[src/rtl/salu_pkg.sv]
// Package: shared operation codes and flag bit positions for the shifted ALU.
// Assumes flags are packed {carry, overflow, negative, zero} from bit 3 down.
package salu_pkg;
    typedef enum logic [2:0] {
        OPC_ADD = 3'd0,
        OPC_SUB = 3'd1,
        OPC_AND = 3'd2,
        OPC_OR  = 3'd3,
        OPC_XOR = 3'd4
    } salu_op_e;

    localparam int FLAG_W = 4;
    localparam int FB_C   = 3;
    localparam int FB_V   = 2;
    localparam int FB_N   = 1;
    localparam int FB_Z   = 0;

    localparam logic [FLAG_W-1:0] MASK_ARITH = 4'b1111;
    localparam logic [FLAG_W-1:0] MASK_LOGIC = 4'b0011;
    localparam logic [FLAG_W-1:0] MASK_NONE  = 4'b0000;
endpackage

[src/rtl/salu_shift.sv]
// Operand steering shifter: shifts exactly one operand left by sh.
// Assumes sh is below W; the selected operand gets zeros shifted in.
module salu_shift #(
    parameter int W  = 32,
    parameter int SW = $clog2(W)
) (
    input  logic [W-1:0]  a_in,
    input  logic [W-1:0]  b_in,
    input  logic [SW-1:0] sh,
    input  logic          sel_a,
    output logic [W-1:0]  a_out,
    output logic [W-1:0]  b_out
);
    logic [W-1:0] shifted;

    // Pick the operand to shift and apply the left shift.
    always_comb begin
        shifted = (sel_a ? a_in : b_in) << sh;
        a_out   = sel_a ? shifted : a_in;
        b_out   = sel_a ? b_in : shifted;
    end

    // Zero shift must leave both operands untouched.
    always_comb begin
        if (sh == '0) begin
            assert_pass_R3: assert (a_out == a_in && b_out == b_in);
        end
    end
endmodule

[src/rtl/salu_core.sv]
// Combinational ALU core: result, candidate flag values and write mask.
// Assumes operands are already shifted; unknown opcodes produce zero and no mask.
module salu_core
    import salu_pkg::*;
#(
    parameter int W = 32
) (
    input  logic [2:0]        op,
    input  logic [W-1:0]      x,
    input  logic [W-1:0]      y,
    output logic [W-1:0]      res,
    output logic [FLAG_W-1:0] fval,
    output logic [FLAG_W-1:0] fmask
);
    logic [W:0] sum_ext;
    logic [W:0] dif_ext;
    logic       sum_ovf;
    logic       dif_ovf;

    // Wide add and subtract; bit W is carry out or borrow.
    always_comb begin
        sum_ext = {1'b0, x} + {1'b0, y};
        dif_ext = {1'b0, x} - {1'b0, y};
        sum_ovf = (x[W-1] == y[W-1]) && (sum_ext[W-1] != x[W-1]);
        dif_ovf = (x[W-1] != y[W-1]) && (dif_ext[W-1] != x[W-1]);
    end

    // Select the result, flag values and mask for the operation class.
    always_comb begin
        res   = '0;
        fval  = '0;
        fmask = MASK_NONE;
        case (op)
            OPC_ADD: begin
                res        = sum_ext[W-1:0];
                fval[FB_C] = sum_ext[W];
                fval[FB_V] = sum_ovf;
                fmask      = MASK_ARITH;
            end
            OPC_SUB: begin
                res        = dif_ext[W-1:0];
                fval[FB_C] = dif_ext[W];
                fval[FB_V] = dif_ovf;
                fmask      = MASK_ARITH;
            end
            OPC_AND: begin
                res   = x & y;
                fmask = MASK_LOGIC;
            end
            OPC_OR: begin
                res   = x | y;
                fmask = MASK_LOGIC;
            end
            OPC_XOR: begin
                res   = x ^ y;
                fmask = MASK_LOGIC;
            end
            default: begin
                res   = '0;
                fmask = MASK_NONE;
            end
        endcase
        fval[FB_N] = res[W-1];
        fval[FB_Z] = (res == '0);
    end
endmodule

[src/rtl/salu_flags.sv]
// Architectural flags register with masked ALU update and direct store.
// Assumes a store on the same edge as an ALU update takes precedence.
module salu_flags
    import salu_pkg::*;
#(
    parameter int W = 32
) (
    input  logic              clk,
    input  logic              rst_n,
    input  logic              upd_en,
    input  logic [FLAG_W-1:0] upd_mask,
    input  logic [FLAG_W-1:0] upd_val,
    input  logic              st_en,
    input  logic [W-1:0]      st_data,
    output logic [FLAG_W-1:0] flags_q
);
    // Hold flags; store beats the masked merge from the ALU.
    always_ff @(posedge clk) begin
        if (!rst_n) begin
            flags_q <= '0;
        end else if (st_en) begin
            flags_q <= st_data[FLAG_W-1:0];
        end else if (upd_en) begin
            flags_q <= (flags_q & ~upd_mask) | (upd_val & upd_mask);
        end
    end

    assert_store_wins_R11: assert property (@(posedge clk) disable iff (!rst_n)
        st_en |=> flags_q == $past(st_data[FLAG_W-1:0]));

    assert_hold_R7: assert property (@(posedge clk) disable iff (!rst_n)
        (!upd_en && !st_en) |=> $stable(flags_q));

    assert_logic_cv_R6: assert property (@(posedge clk) disable iff (!rst_n)
        (upd_en && !st_en && !upd_mask[FB_C] && !upd_mask[FB_V])
        |=> flags_q[FB_C:FB_V] == $past(flags_q[FB_C:FB_V]));
endmodule

[src/rtl/shift_alu_flags.sv]
// Top: two-stage shifted-operand ALU with the flags register.
// Stage 1 registers the steered shift; stage 2 computes and commits.
// Assumes the caller issues at most one start per cycle.
module shift_alu_flags
    import salu_pkg::*;
#(
    parameter int W  = 32,
    parameter int SW = $clog2(W)
) (
    input  logic          clk,
    input  logic          rst_n,
    input  logic          start,
    input  logic [2:0]    op,
    input  logic [W-1:0]  opnd_a,
    input  logic [W-1:0]  opnd_b,
    input  logic [SW-1:0] shamt,
    input  logic          shift_a,
    input  logic          keep_flags,
    input  logic          flg_store,
    input  logic [W-1:0]  flg_src,
    output logic          done,
    output logic [W-1:0]  result,
    output logic [W-1:0]  flg_out
);
    logic [W-1:0]      sa, sb;
    logic              s1_vld;
    logic [2:0]        s1_op;
    logic [W-1:0]      s1_x, s1_y;
    logic              s1_keep;
    logic [W-1:0]      c_res;
    logic [FLAG_W-1:0] c_fval, c_fmask;
    logic [FLAG_W-1:0] flags_q;

    salu_shift #(.W(W), .SW(SW)) u_shift (
        .a_in (opnd_a),
        .b_in (opnd_b),
        .sh   (shamt),
        .sel_a(shift_a),
        .a_out(sa),
        .b_out(sb)
    );

    // Stage 1: capture shifted operands and control.
    always_ff @(posedge clk) begin
        if (!rst_n) begin
            s1_vld  <= 1'b0;
            s1_op   <= '0;
            s1_x    <= '0;
            s1_y    <= '0;
            s1_keep <= 1'b0;
        end else begin
            s1_vld <= start;
            if (start) begin
                s1_op   <= op;
                s1_x    <= sa;
                s1_y    <= sb;
                s1_keep <= keep_flags;
            end
        end
    end

    salu_core #(.W(W)) u_core (
        .op   (s1_op),
        .x    (s1_x),
        .y    (s1_y),
        .res  (c_res),
        .fval (c_fval),
        .fmask(c_fmask)
    );

    // Stage 2: register the result and raise the completion strobe.
    always_ff @(posedge clk) begin
        if (!rst_n) begin
            done   <= 1'b0;
            result <= '0;
        end else begin
            done <= s1_vld;
            if (s1_vld) begin
                result <= c_res;
            end
        end
    end

    salu_flags #(.W(W)) u_flags (
        .clk     (clk),
        .rst_n   (rst_n),
        .upd_en  (s1_vld && !s1_keep),
        .upd_mask(c_fmask),
        .upd_val (c_fval),
        .st_en   (flg_store),
        .st_data (flg_src),
        .flags_q (flags_q)
    );

    // Zero-extend the flags for transfer out.
    always_comb begin
        flg_out             = '0;
        flg_out[FLAG_W-1:0] = flags_q;
    end

    assert_latency_R8: assert property (@(posedge clk) disable iff (!rst_n)
        done |-> $past(start, 2));

    assert_keep_R7: assert property (@(posedge clk) disable iff (!rst_n)
        (s1_vld && s1_keep && !flg_store) |=> $stable(flg_out));
endmodule

[config.mk]
export PLATFORM = sky130hd
export DESIGN_NAME = shift_alu_flags
export DESIGN_NICKNAME = d
export VERILOG_FILES = /design/src/rtl/salu_pkg.sv /design/src/rtl/salu_shift.sv /design/src/rtl/salu_core.sv /design/src/rtl/salu_flags.sv /design/src/rtl/shift_alu_flags.sv
export SDC_FILE = /design/constraint.sdc
export NUM_CORES = 1
export LEC_CHECK = 0
export BUFFER_PORTS_ARGS = -buffer_cell sky130_fd_sc_hd__buf_4
export CORE_MARGIN = 1
export CORE_UTILIZATION = 60
export CTS_CLUSTER_SIZE = 40
export DETAILED_ROUTE_END_ITERATION = 12
export GPL_TIMING_DRIVEN = 0
export PLACE_DENSITY = 0.94
export SYNTH_ARGS = -nofsm -noshare
export SYNTH_HDL_FRONTEND = slang
export SYNTH_SLANG_ARGS = --single-unit
[constraint.sdc]
create_clock -name clk -period 6.5 [get_ports clk]
set_clock_uncertainty 0.05 [all_clocks]
set_input_delay 0.325 -clock clk [delete_from_list [all_inputs] [get_ports clk]]
set_output_delay 0.325 -clock clk [all_outputs]
set_load 0.05 [all_outputs]
==> results.ini <==
[run]
max_cap_violations=0

[floorplan]
core_area_mm2=0.0197
row_count=51
die_h_um=145
start_util_pct=62.1
fp.dieW_um=145
io_pins=175
die_area_mm2=0.0210

[drt]
drc_errors=0
wl_met2_mm=21.0
drtAntennaViolNets=0
wl_met3_mm=6.38
drt_iter0_markers=1688
dr_total_vias=14152
met1_length_mm=18.0
wirelength_mm=49.3
first_pass_iters=9
wire_per_inst_um=23.4
top_layer_used=met4
viasPerCell=6.72

[sta]
tightestPinTransition_ps=1100
rsz0062_at_grt=no
slew_headroom_pct=26.6
timing.fmax_mhz=241
post-route-period-util_pct=63.8
tns_ps=0
finalCriticalPeriod_ps=4150
holdWs_ps=143
maxSlewViolCount=0
timing.final.hold_violations=0
final-setup-viol-count=0

[global_route]
grt_max_degree=20
track_usage_pct=47.5
antenna_found_initial=0
grt_pass1_wl_mm=73.9
grt_pass1_vias=13237
overflow=0

[clock_network]
cts_hold_buf=0
cts.sinks=106
cts_tree=built
clk_pin_slew_ps=80
post_cts_buffers=0
clock_path_buffers=2
htreeDepth=3
worstSkewPairLatency_ps=370
clk_root_buffer_cell=clkbuf_16
cts_inserted_buffers=9
ctsResizeCount=0

[critical_path]
critPathMaxStageDelay_ps=620
cp_max_fo=10
path_delay_family=compound AO/OA/AOI/OAI gates
crit_arrival_ps=4370
cp-start-kind=flip-flop
criticalPathCategory=flip-flop to flip-flop
path_buf_inv=3
cpMaxStageDelayCell=a311oi_1
cp_data_required_time_ps=6720
cp_cell_sequence=inv_1, ha_1, clkbuf_1, inv_1, nand2_1, a311oi_1, nand4_1, o211ai_1, xnor2_1, a22oi_1, o21ai_0, nor4_2, nand4_1, o41ai_2
endpoint_kind=flip-flop

[yosys]
synth_edf_count=0
ys_ff_latch=106
synth-compound-area-share_pct=28.9
synth-simple-area-share_pct=21.1
yosysUniqueCellTypes=90
synth.area.mux_share_pct=11.2
ys.flop_type=dfxtp_1
synth-seq-area-share_pct=17.3
async_flop_share_pct=0
synth_area_mm2=0.0122
synth-xor-area-share_pct=1.36
syn_inst=1682
synth_area_per_cell_um2=7.28
yosysWarnings=0
synth_top_family_by_area=compound AO/OA/AOI/OAI gates
synthAdderAreaFrac_pct=11.0

[finish]
drive_gt1_share_pct=14.4
fill_cells=1722
antennaDiodeCount=0
syn_to_final_growth_pct=12.9
stdcell_area_mm2=0.0138
final_nets=2051

[power]
leakage_nw=5.81
peakVddDrop_uv=115
power_density_mw_per_mm2=188

[hold_path]
min_path_type=input pin to flip-flop

[status]
status=completed

[placed_design]
routabilityCongestion=1.13
place_area_mm2=0.0135
dp_hpwl_mm=39.7
portBuffers=115

==> per-layer routing <==
layer  track usage [%]  up-vias
met5                 0        -
met4              36.4        0
met3              12.5      265
met2              73.0     1140
met1              56.6     6404
li1                  -     6343
==> tightest hold or removal path: cells and delay by family <==
family | cells | cell delay, ps
AOI/OAI and AO/OA | 1 | 60
and+or+nand+nor | 1 | 60
buffers and inverters | 1 | 80
==> final timing paths <==
| path | end | startpoint | slack (ps) | cells after the start |
|---|---|---|---|---|
| max | flip-flop | s1_x[26]$_SDFFE_PN0P_ | 2350 | 14 |
| min | flip-flop | flg_src[1] | 140 | 3 |
| max reg2reg | flip-flop | s1_x[26]$_SDFFE_PN0P_ | 2350 | 14 |
| min reg2reg | result[5]$_SDFFE_PN0P_ | result[5]$_SDFFE_PN0P_ | 440 | 2 |
==> metrics by stage <==
step	total power, mW	utilization [%]	worst slack (ps)	instances
after floorplan	1.62	-	3440	1709
after global placement	1.97	68.6	2600	2089
after detailed placement	1.99	68.6	2540	2089
after CTS	2.53	70.1	2520	2105
after global routing	2.71	70.1	2180	2105
final	2.60	70.1	2350	2105
==> area by class of cell <==
cell class / count / area [µm²] / share of cell area, %
multi-input combinational: 1349 / 9100 / 65.9
sequential: 106 / 2120 / 15.4
timing repair buffer: 115 / 863 / 6.25
buffer: 152 / 734 / 5.31
inverter: 102 / 383 / 2.77
tap: 265 / 332 / 2.40
clock buffer: 10 / 229 / 1.66
clock inverter: 6 / 56.3 / 0.407
==> sequential cells by signal, indices dropped and copies added (netlist names), named ones only <==
name and count:
s1_keep 1, s1_vld 1, result 32, s1_op 3, s1_x 32, done 1
s1_y 32
==> cells in the final DEF, fill, tap and decap left out, types with 13 or more instances in the layout <==
| master | n |
|---|---|
| or2_2 | 15 |
| ha_1 | 104 |
| nand2_1 | 196 |
| o311ai_0 | 19 |
| a211oi_1 | 62 |
| a31oi_1 | 14 |
| o31ai_1 | 17 |
| mux4_2 | 32 |
| clkbuf_1 | 80 |
| nand4_1 | 17 |
| o21ai_0 | 120 |
| nand3_1 | 24 |
| nor2_1 | 202 |
| xnor2_1 | 19 |
| buf_4 | 148 |
| o21a_1 | 13 |
| nor3_1 | 41 |
| inv_1 | 97 |
| conb_1 | 28 |
| buf_1 | 18 |
| buf_2 | 20 |
| dfxtp_1 | 106 |
| o211ai_1 | 24 |
| mux2i_1 | 56 |
| a21oi_1 | 125 |
==> synth_stat cells (20+ instances only) <==
master      n  share of area [%]
a211oi_1   62                3.8
a21oi_1   125                5.1
buf_2      20               0.82
buf_4      33                2.0
clkbuf_1   79                2.4
dfxtp_1   106                 17
ha_1      104                 11
inv_1      97                3.0
mux2i_1    56                4.6
mux4_2     32                5.9
nand2_1   196                6.0
nand3_1    24               0.98
nor2_1    202                6.2
nor3_1     41                1.7
o211ai_1   24                1.5
o21ai_0   120                4.9
==> logic make-up after synthesis <==
| logic type | after synthesis |
|---|---|
| AND/OR/NAND/NOR | 573 |
| AO/OA/AOI/OAI | 527 |
| buffers and inverters | 254 |
| adder cells (fa/ha/maj) | 106 |
| flip-flops | 106 |
| multiplexers | 96 |
| XOR/XNOR | 19 |
| other | 1 |
==> power by group <==
part,internal (mW),leakage [nW],total (mW),switching (mW)
clock,0.270,0.138,0.558,0.288
combinational,0.443,4.79,1.30,0.853
sequential,0.697,0.876,0.748,0.0505
No activity file was read; power rests on OpenSTA's default activity.
